### src/rtl/keymat_pkg.sv
package keymat_pkg;
  typedef enum logic {SCAN_IDLE = 1'b0, SCAN_RUN = 1'b1} scan_state_e;
  localparam int unsigned BYTE_W = 8;
endpackage

### src/rtl/keymat_strobe.sv
module keymat_strobe
  import keymat_pkg::*;
#(
  parameter int unsigned N_SRC = 16,
  parameter int unsigned N_RET = 2,
  parameter int unsigned DWELL = 4,
  localparam int unsigned SRC_W = (N_SRC > 1) ? $clog2(N_SRC) : 1,
  localparam int unsigned DW_W  = (DWELL > 1) ? $clog2(DWELL) : 1,
  localparam int unsigned KEY_W = N_SRC * N_RET
) (
  input  logic             clk,
  input  logic             rst_n,
  input  logic             slot_go,
  input  logic [N_RET-1:0] ret_in,
  output logic [N_SRC-1:0] src_strobe,
  output logic             scanning,
  output logic [KEY_W-1:0] shadow
);
  scan_state_e      state_q;
  logic [SRC_W-1:0] idx_q;
  logic [DW_W-1:0]  dwell_q;
  logic             dwell_end;

  assign dwell_end = (dwell_q == DW_W'(DWELL - 1));
  assign scanning  = (state_q == SCAN_RUN);

  always_ff @(posedge clk) begin
    if (!rst_n) begin
      state_q <= SCAN_IDLE;
      idx_q   <= '0;
      dwell_q <= '0;
    end else if (state_q == SCAN_IDLE) begin
      if (slot_go) begin
        state_q <= SCAN_RUN;
        idx_q   <= '0;
        dwell_q <= '0;
      end
    end else if (dwell_end) begin
      dwell_q <= '0;
      if (idx_q == SRC_W'(N_SRC - 1)) begin
        state_q <= SCAN_IDLE;
        idx_q   <= '0;
      end else begin
        idx_q <= idx_q + 1'b1;
      end
    end else begin
      dwell_q <= dwell_q + 1'b1;
    end
  end

  always_ff @(posedge clk) begin
    if (!rst_n) begin
      shadow <= '0;
    end else if (scanning && dwell_end) begin
      for (int k = 0; k < int'(N_SRC); k++) begin
        if (idx_q == SRC_W'(k)) begin
          for (int r = 0; r < int'(N_RET); r++) begin
            shadow[k*N_RET + r] <= ret_in[r];
          end
        end
      end
    end
  end

  for (genvar g = 0; g < int'(N_SRC); g++) begin : g_strobe
    assign src_strobe[g] = scanning && (idx_q == SRC_W'(g));
  end
endmodule

### src/rtl/keymat_image.sv
module keymat_image #(
  parameter int unsigned KEY_W = 32
) (
  input  logic             clk,
  input  logic             rst_n,
  input  logic             cycle_end,
  input  logic             hold,
  input  logic [KEY_W-1:0] shadow,
  output logic [KEY_W-1:0] image
);
  logic pending_q;

  always_ff @(posedge clk) begin
    if (!rst_n) begin
      image     <= '0;
      pending_q <= 1'b0;
    end else if (cycle_end || pending_q) begin
      if (hold) begin
        pending_q <= 1'b1;
      end else begin
        image     <= shadow;
        pending_q <= 1'b0;
      end
    end
  end
endmodule

### src/rtl/keymat_reader.sv
module keymat_reader
  import keymat_pkg::*;
#(
  parameter int unsigned KEY_W = 32,
  localparam int unsigned NBYTES = KEY_W / BYTE_W,
  localparam int unsigned PTR_W  = (NBYTES > 1) ? $clog2(NBYTES) : 1
) (
  input  logic              clk,
  input  logic              rst_n,
  input  logic              rd_cmd,
  input  logic [KEY_W-1:0]  image,
  output logic              busy,
  output logic              out_valid,
  input  logic              out_ready,
  output logic [BYTE_W-1:0] out_data,
  output logic              out_last
);
  logic             active_q;
  logic [PTR_W-1:0] ptr_q;

  always_ff @(posedge clk) begin
    if (!rst_n) begin
      active_q <= 1'b0;
      ptr_q    <= '0;
    end else if (rd_cmd) begin
      active_q <= 1'b1;
      ptr_q    <= '0;
    end else if (active_q && out_ready) begin
      if (out_last) begin
        active_q <= 1'b0;
        ptr_q    <= '0;
      end else begin
        ptr_q <= ptr_q + 1'b1;
      end
    end
  end

  assign busy      = active_q;
  assign out_valid = active_q;
  assign out_last  = active_q && (ptr_q == PTR_W'(NBYTES - 1));
  assign out_data  = image[BYTE_W*ptr_q +: BYTE_W];
endmodule

### src/rtl/keymat_scan.sv
module keymat_scan
  import keymat_pkg::*;
#(
  parameter int unsigned N_SRC = 16,
  parameter int unsigned N_RET = 2,
  parameter int unsigned DWELL = 4
) (
  input  logic             clk,
  input  logic             rst_n,
  input  logic             slot_go,
  input  logic             cycle_end,
  input  logic [N_RET-1:0] ret_in,
  output logic [N_SRC-1:0] src_strobe,
  output logic             grid_blank,
  input  logic             rd_cmd,
  output logic             out_valid,
  input  logic             out_ready,
  output logic [7:0]       out_data,
  output logic             out_last
);
  localparam int unsigned KEY_W = N_SRC * N_RET;

  logic [KEY_W-1:0] shadow;
  logic [KEY_W-1:0] image;
  logic             scanning;
  logic             rd_busy;

  keymat_strobe #(.N_SRC(N_SRC), .N_RET(N_RET), .DWELL(DWELL)) u_strobe (
    .clk(clk), .rst_n(rst_n), .slot_go(slot_go), .ret_in(ret_in),
    .src_strobe(src_strobe), .scanning(scanning), .shadow(shadow)
  );

  keymat_image #(.KEY_W(KEY_W)) u_image (
    .clk(clk), .rst_n(rst_n), .cycle_end(cycle_end), .hold(rd_busy),
    .shadow(shadow), .image(image)
  );

  keymat_reader #(.KEY_W(KEY_W)) u_reader (
    .clk(clk), .rst_n(rst_n), .rd_cmd(rd_cmd), .image(image), .busy(rd_busy),
    .out_valid(out_valid), .out_ready(out_ready), .out_data(out_data),
    .out_last(out_last)
  );

  assign grid_blank = scanning;
endmodule

### config.mk
export PLATFORM = sky130hd
export DESIGN_NAME = keymat_scan
export DESIGN_NICKNAME = d
export VERILOG_FILES = /design/src/rtl/keymat_pkg.sv /design/src/rtl/keymat_strobe.sv /design/src/rtl/keymat_image.sv /design/src/rtl/keymat_reader.sv /design/src/rtl/keymat_scan.sv
export SDC_FILE = /design/constraint.sdc
export NUM_CORES = 1
export LEC_CHECK = 0
export BUFFER_PORTS_ARGS = -buffer_cell sky130_fd_sc_hd__clkbuf_2
export CELL_PAD_IN_SITES_DETAIL_PLACEMENT = 1
export CELL_PAD_IN_SITES_GLOBAL_PLACEMENT = 2
export CORE_MARGIN = 1
export CORE_UTILIZATION = 39
export DETAILED_ROUTE_END_ITERATION = 8
export GPL_ROUTABILITY_DRIVEN = 0
export MAX_ROUTING_LAYER = met4
export PLACE_DENSITY_LB_ADDON = 0.1
export RECOVER_POWER = 25
export SYNTH_ARGS = -nofsm -noshare
export SYNTH_HDL_FRONTEND = slang
export SYNTH_HIERARCHICAL = 1
export SYNTH_SLANG_ARGS = --single-unit
### constraint.sdc
create_clock -name clk -period 3.2 [get_ports clk]
set_input_delay 0.32 -clock clk [delete_from_list [all_inputs] [get_ports clk]]
set_output_delay 0.32 -clock clk [all_outputs]
set_load 0.05 [all_outputs]
== Word-level counts from Yosys, hierarchy flattened ==
Index checks and enable logic that the tools add are counted.

* Bits in latches: 0
* RAM bits: 0
* Logic and storage cells: 107
* Register bits after elaboration: 75
* Memory bits (read-only): 0
* Memories: 0

* Shifts and indexed selects: 1
* Bitwise gates (word level): 2
* Add/sub/neg operators: 3
* $lt $le $gt $ge: 0
* Multiplexer cells: 16
* Div/mod/pow operators: 0
* $mul: 0
* Reductions and logical operators: 44
* Equality and inequality tests: 18

{| class="wikitable"
|+ Operator list
! cell !! number
|-
| AND reduction 2 bit || 19
|-
| == test 4 bit (second input constant) || 8
|-
| variable part select 32 x 6 -> 8 bit || 1
|-
| logical AND 1 bit || 19
|-
| == test 4 x 3 -> 1 bit (second input constant) || 4
|-
| 2-to-1 mux 4 bit || 4
|-
| == test 4 x 2 -> 1 bit (second input constant) || 2
|-
| 2-to-1 mux 1 bit || 8
|-
| 2-to-1 mux 2 bit || 4
|-
| nonzero test 2 bit || 3
|-
| adder 2 x 1 -> 2 bit (second input constant) || 2
|-
| adder 4 x 1 -> 4 bit (second input constant) || 1
|-
| == test 2 bit (second input constant) || 2
|-
| == test 4 x 1 -> 1 bit (second input constant) || 1
|-
| zero test 4 bit || 1
|-
| inequality test 2 bit (second input constant) || 1
|-
| NOT 1 bit || 2
|-
| OR reduction 2 bit || 1
|-
| logical OR 1 bit || 1
|}

== Depth between registers and ports, before layout ==
Gate-level depths: netlist of run 1.

* Depth in word-level cells: 5
* Gate-level depth with buffers: 5

== Cells and area by module ==
The synthesis of run 1 kept the hierarchy.

{| class="wikitable"
|+ By module, submodules not included
! module !! instances !! seq. area each (um^2) !! area each (um^2) !! cells each
|-
| keymat_strobe || 1 || 780.7 || 1696.6 || 193
|-
| keymat_image || 1 || 660.6 || 1346.3 || 142
|-
| keymat_reader || 1 || 60.1 || 350.3 || 25
|}

== Worst setup path before layout of run 1 ==
OpenSTA, ideal clock, no wires.

* Path type: reg-to-output
* From: reg u_strobe.state_q (netlist: u_strobe/scanning)
* To: out src_strobe[10]
* Cell stages (with the launch flop): 5
* Buffers on the path: 2
* Data arrival time: 1.827 ns
* Setup slack: 1.053 ns
* Cell sequence: dfxtp_1 > buf_2 > buf_2 > nand2_1 > nor2_1

* Longest elaborated chain between the ends: 1

{| class="wikitable"
|+ Ends and longest elaborated chain
! what !! line !! source
|-
| from (decl) || keymat_strobe.sv:19 || <nowiki>scan_state_e state_q;</nowiki>
|-
| from (signal assigned) || keymat_strobe.sv:29 || <nowiki>state_q <= SCAN_IDLE;</nowiki>
|-
| from (signal assigned) || keymat_strobe.sv:34 || <nowiki>state_q <= SCAN_RUN;</nowiki>
|-
| from (signal assigned) || keymat_strobe.sv:41 || <nowiki>state_q <= SCAN_IDLE;</nowiki>
|-
| logical AND 1 bit || keymat_strobe.sv:66 || <nowiki>assign src_strobe[g] = scanning && (idx_q == SRC_W'(g));</nowiki>
|-
| to (decl) || keymat_scan.sv:13 || <nowiki>output logic [N_SRC-1:0] src_strobe,</nowiki>
|}

Every way passes these cells.

==> impl_metrics.tcl, run 1 <==
set metrics [dict create \
    worst_path_max_delay_cell "clkbuf_1" \
    yosysTopAreaCell "dfxtp_1" \
    dieHeight_um 95.28 \
    critPathLaunchType "input pin" \
    cpPeakStageDelay_ns 1.05 \
    critical_path_class "in2reg" \
    cts_tree "done" \
    path_common_cell "clkbuf_1" \
    port_buffers 34 \
    synth-main-ff-cell "dfxtp_1" \
    synthTopCellsByArea "dfxtp_1, mux2i_1, nand2_1, mux4_2, nor2_1" \
    finalSetupTns_ns 0 \
    clk_path_buf_depth 2 \
    final_nets 397 \
    cts_setup_buffers 0 \
    p_comb_share_pct 4.9 \
    cellPowerDensity_nw_per_um2 504.5 \
    ant_nets 0 \
    coreArea_um2 8299 \
    yosys_warnings 6 \
    setup_ws_ns 0.8846 \
    total_power_mw 1.896 \
    cp_num_buf_inv 2 \
    synthesis.area_um2 3393 \
    syn_avg_cell_area_um2 9.426 \
    yosysUniqueCellTypes 32 \
    vias 2456 \
    firstDrtPassIters 4 \
    num_antenna_cells 0 \
    synth_edf_count 0 \
    worst_pin_slew_ns 1.334 \
    clkLatencyLatePin_ns 0.35 \
    worstPathCellList "clkbuf_1 > clkbuf_1 > nand2_1 > mux2i_1" \
    cp_max_fo 33 \
    hold_class "in2reg" \
    grt.overflow.total 0 \
    cap_violations 0 \
    timing.slew.headroom_pct 11.05 \
    irDropWorstVdd_mv 0.3112 \
    worstPathArrival_ns 2.60 \
    cts_max_level 3 \
    outcome "finished, final reports clean" \
    worstSetupEndpointType "flip-flop" \
    final_area_um2 3759 \
    swShare_pct 22.00 \
    clk_pin_slew_ns 0.08 \
    p_seq_share_pct 49.9 \
    hold_ws_ns 0.1945 \
    root_buffer "clkbuf_8" \
    ios 35 \
    postCtsHoldBufs 0 \
    synth-seq-cells 75 \
    cts-resized-gates 0 \
    grt_pass1_vias 2451 \
    drt_first_iter_violations 67 \
    syn-num-nets 374 \
    async_reset_ff_share_pct 0 \
    yosys.area.top_type_share_pct 44.25 \
    grt_max_degree 34 \
    num_rows 33 \
    cts_buffers 9 \
    fmax_mhz 431.9 \
    start_util_pct 40.89 \
    drive_above_1_share_pct 16.54 \
    grt_pass1_wl_um 12670 \
    finClkSkew_ns 0.009303 \
    clockPowerShare_pct 45.2 \
    switching_power_mw 0.4171 \
    p_int_mw 1.479 \
    cts_sinks 75 \
    placed_area_um2 3537 \
    syn_to_final_growth_pct 10.77 \
    grt_usage_pct 19.56 \
    reg2reg_slack_ns 1.51 \
    grt_setup_unrepaired "no" \
    fillCellCount 980 \
    wire_per_inst_um 15.88 \
    dieArea_um2 9077 \
    critPathRequiredTime_ns 3.48 \
    finalSetupViolations 0 \
    vias_per_cell 4.992 \
    synth_cells 360 \
    drc 0 \
    dp_hpwl_um 5536 \
    timing.final.crit_share_pct 72.36 \
    p_leak_nw 1.421 \
    pre_cts_slack_ns 1.307 \
    crit_family "buffers and inverters" \
    hold_violations 0 \
    drv_slew 0 \
    antenna_found_initial 0 \
    min_period_ns 2.315 \
    routed_wl_um 7812 \
    seq_area_frac_synth_pct 44.25 \
    die_width_um 95.28 \
]
synthesized netlist by cell type (2+ instances only):
library cell and number:
nand2_1 104, dfxtp_1 75, mux2i_1 64, nor2_1 32, buf_2 12, mux4_2 8, a21oi_1 7, clkbuf_1 7
nand3_1 7, ha_1 6, nand2b_1 4, buf_12 3, buf_6 3, inv_1 3, or2_4 3, a21bo_2 2
a21boi_0 2, and2_1 2, nor3b_1 2, o21ai_0 2
metrics by stage:
step                std cells  utilization, %
floorplan                 360               -
global placement          477           42.62
finish                    492           45.29
detailed placement        477           42.62
global route              492           45.29
CTS                       492           45.39
logic make-up (layout without fill, tap and decap cells):
logic type,Yosys count,in the layout,synth area share (%)
AND/OR/NAND/NOR,158,158,19.25
flip-flops,75,75,44.25
multiplexers,73,73,24.52
buffers and inverters,29,56,5.863
AO/OA/AOI/OAI,19,19,3.909
adder cells (fa/ha/maj),6,6,2.212
cell usage in the layout (no fill, tap or decap):
master and n:
o21ba_2 1, clkbuf_2 33, mux2_1 1, clkbuf_1 4
clkinvlp_4 1, buf_4 2, o41ai_1 1, o211a_1 1
nand2b_1 4, o21a_1 1, bufinv_16 3, mux4_2 8
a21oi_1 7, o2111ai_1 1, or2_4 3, clkbuf_8 9
a211oi_1 1, ha_1 6, nor2_1 32, a21bo_2 2
nand3_1 7, or2_1 1, a21boi_0 2, or2_2 1
dfxtp_1 75, clkinv_2 1, o21ai_0 2, inv_1 3
mux2i_1 64, nor3_1 1, nor3b_1 2, nand4bb_1 1
nand2_1 104, and2_1 2
final cells by class:
type / count / area [µm²] / share of cell area [%]
clock buffers: 10 / 127.6 / 3.395
clock inverters: 5 / 102.6 / 2.730
inverters: 3 / 11.26 / 0.2996
multi-input cells: 256 / 1693 / 45.04
flip-flops and latches: 75 / 1501 / 39.95
well taps: 105 / 131.4 / 3.495
repair buffers: 38 / 191.4 / 5.093
registers in the layout (all words and copies together), names as in the netlist:
signal,cells
u_image/pending_q,1
u_reader/ptr_q,2
u_strobe/scanning,1
u_strobe/shadow,32
u_image/image,32
u_strobe/idx_q,4
u_strobe/dwell_q,2
u_reader/busy,1
routing by layer:
metal	vias up	routed length, µm	GRT usage (%)
met5	-	0	-
met1	1191	3672	23.33
met4	0	85	4.924
met3	9	222	5.742
met2	20	3831	32.20
li1	1236	-	-
worst paths after layout:
check                                         start                   to  cells past startpoint
worst max-delay path                          rst_n    u_image/image[23]                      4
worst min-delay path                         rd_cmd        u_reader/busy                      2
worst max register to register  u_strobe/dwell_q[0]  u_strobe/shadow[30]                      4
worst min register to register    u_image/image[27]    u_image/image[27]                      2
power by group through the flow:
stage / Combinational [mW] / Sequential (mW) / Clock, mW
after floorplan: 0.0915 / 0.964 / 0
after detailed placement: 0.0973 / 0.968 / 0
after global routing: 0.101 / 0.948 / 0.925
final: 0.0938 / 0.946 / 0.856
after global placement: 0.0976 / 0.968 / 0
after CTS: 0.0978 / 0.946 / 0.884
worst register-to-register path: stages, from the launching register on:
cell and delay [ns]:
dfxtp_1 0.36, ha_1 0.39, nand3_1 0.28, nor2_1 0.33, mux2i_1 0.24
(Power assumes the default switching activity.)
==> inputs of run 2 (changes only) <==
--- a/config.mk
+++ b/config.mk
@@ -9,7 +9,7 @@
 export CELL_PAD_IN_SITES_DETAIL_PLACEMENT = 1
 export CELL_PAD_IN_SITES_GLOBAL_PLACEMENT = 2
 export CORE_MARGIN = 1
-export CORE_UTILIZATION = 39
+export CORE_UTILIZATION = 37
 export DETAILED_ROUTE_END_ITERATION = 8
 export GPL_ROUTABILITY_DRIVEN = 0
 export MAX_ROUTING_LAYER = met4
==> constraint.sdc (replaced) <==
create_clock -name clk -period 2.2 [get_ports clk]
set_input_delay 0.22 -clock clk [delete_from_list [all_inputs] [get_ports clk]]
set_output_delay 0.22 -clock clk [all_outputs]
set_load 0.05 [all_outputs]
==> impl_metrics.tcl, run 2 (synthesis gave the netlist of run 1 again) <==
set metrics [dict create \
    antenna_found_initial 0 \
    fin_cells 499 \
    start_util_pct 38.53 \
    dieArea_um2 9558 \
    fmax_mhz 525.0 \
    min_period_ns 1.905 \
    finalSetupTns_ns 0 \
    final_common_cell "nand2_1" \
    largestRegisters "u_image/image x32, u_strobe/shadow x32, u_strobe/idx_q x4" \
    cts-resized-gates 0 \
    setup_ws_ns 0.2953 \
    p_leak_nw 1.434 \
    ant_nets 0 \
    clkLatencyLatePin_ns 0.35 \
    reg2reg_slack_ns 0.43 \
    root_buffer "clkbuf_8" \
    cellPowerDensity_nw_per_um2 719.6 \
    timing.rr.end "u_strobe/shadow[30]" \
    hold_class "in2reg" \
    final_cell_mix "nand2_1, dfxtp_1, mux2i_1, clkbuf_2, nor2_1" \
    clk_path_buf_depth 2 \
    num_antenna_cells 0 \
    drt_first_iter_violations 84 \
    cts_buffers 9 \
    cts_tree "done" \
    port_buffers 34 \
    worstSetupEndpointType "primary output" \
    drive_above_1_share_pct 17.65 \
    violations "DRC" \
    grt_pass1_wl_um 13260 \
    cp_max_fo 11 \
    critPathLaunchType "flip-flop" \
    hold_ws_ns 0.09898 \
    final_nets 400 \
    ios 35 \
    routed_wl_um 8088 \
    dp_hpwl_um 5630 \
    irDropWorstVdd_mv 0.2762 \
    timing.final.crit_share_pct 86.58 \
    cts_setup_buffers 0 \
    worst_pin_slew_ns 0.9815 \
    die_width_um 97.77 \
    grt_pass1_vias 2503 \
    cts_sinks 75 \
    vias 2502 \
    reg2regPathDepth 4 \
    hold_violations 0 \
    grt_setup_unrepaired "no" \
    firstDrtPassIters 6 \
    drv_slew 0 \
    dp_cells 483 \
    critical_path_class "reg2out" \
    grt_max_degree 53 \
    postCtsHoldBufs 0 \
    worstPathArrival_ns 1.68 \
    syn_to_final_growth_pct 11.73 \
    outcome "finished, violations left" \
    vias_per_cell 5.014 \
    grt_usage_pct 18.68 \
    critPathRequiredTime_ns 1.98 \
    clk_pin_slew_ns 0.08 \
    pre_cts_slack_ns 0.5812 \
    hp-start "rd_cmd" \
    finClkSkew_ns 0.009128 \
    coreArea_um2 8806 \
    cts_max_level 3 \
    drc 2 \
    cap_violations 0 \
    grt.overflow.total 0 \
    num_rows 34 \
    reg2reg_from "u_strobe/scanning" \
    wire_per_inst_um 16.21 \
    hold_depth 2 \
    timing.slew.headroom_pct 34.57 \
    dieHeight_um 97.77 \
    holdPathEnd "u_reader/busy" \
    finalSetupViolations 0 \
    critPathLaunch "u_reader/ptr_q[0]" \
]
==> run 2: stage by stage <==
stage | area, µm² | util [%] | total power, mW
final | 3791 | 43.05 | 2.728
after global placement | 3576 | 40.61 | 1.561
after floorplan | 3393 | - | 1.536
after CTS | 3802 | 43.18 | 2.770
after detailed placement | 3576 | 40.61 | 1.561
after global routing | 3791 | 43.05 | 2.839
==> run 2: layout make-up <==
cell class                      count  area, µm²
Fill cell                        1022       5015
Multi-Input combinational cell    256       1693
Sequential cell                    75       1501
Timing Repair Buffer               41      224.0
Clock buffer                       10      137.6
Tap cell                          108      135.1
Clock inverter                      6      88.84
Inverter                            3      11.26
==> run 2: critical path, cell delays in order, from the launching register on <==
cell	delay, ns
dfxtp_1	0.31
buf_4	0.22
mux4_2	0.54
clkbuf_2	0.25
==> run 2: how the worst max path moves through the flow <==
stage / endpoint / slack, ns
2_1_floorplan: src_strobe[10] / 0.15
3_3_place_gp: u_strobe/shadow[30] / 0.63
3_5_place_dp: u_strobe/shadow[30] / 0.58
4_1_cts: out_data[7] / 0.26
5_1_grt: u_strobe/shadow[31] / 0.17
6_report: out_data[7] / 0.30
==> run 2: where the power goes <==
part / leakage, nW / switching [mW] / internal, mW
Sequential: 0.605 / 0.00580 / 1.36
Clock: 0.108 / 0.535 / 0.669
Combinational: 0.721 / 0.106 / 0.0494
Total: 1.43 / 0.647 / 2.08
==> run 2: routing by layer <==
metal	routed length [µm]	global-route usage (%)
met2	3837	28.97
met5	0	-
met1	3996	24.45
met3	171	4.080
met4	82	5.594
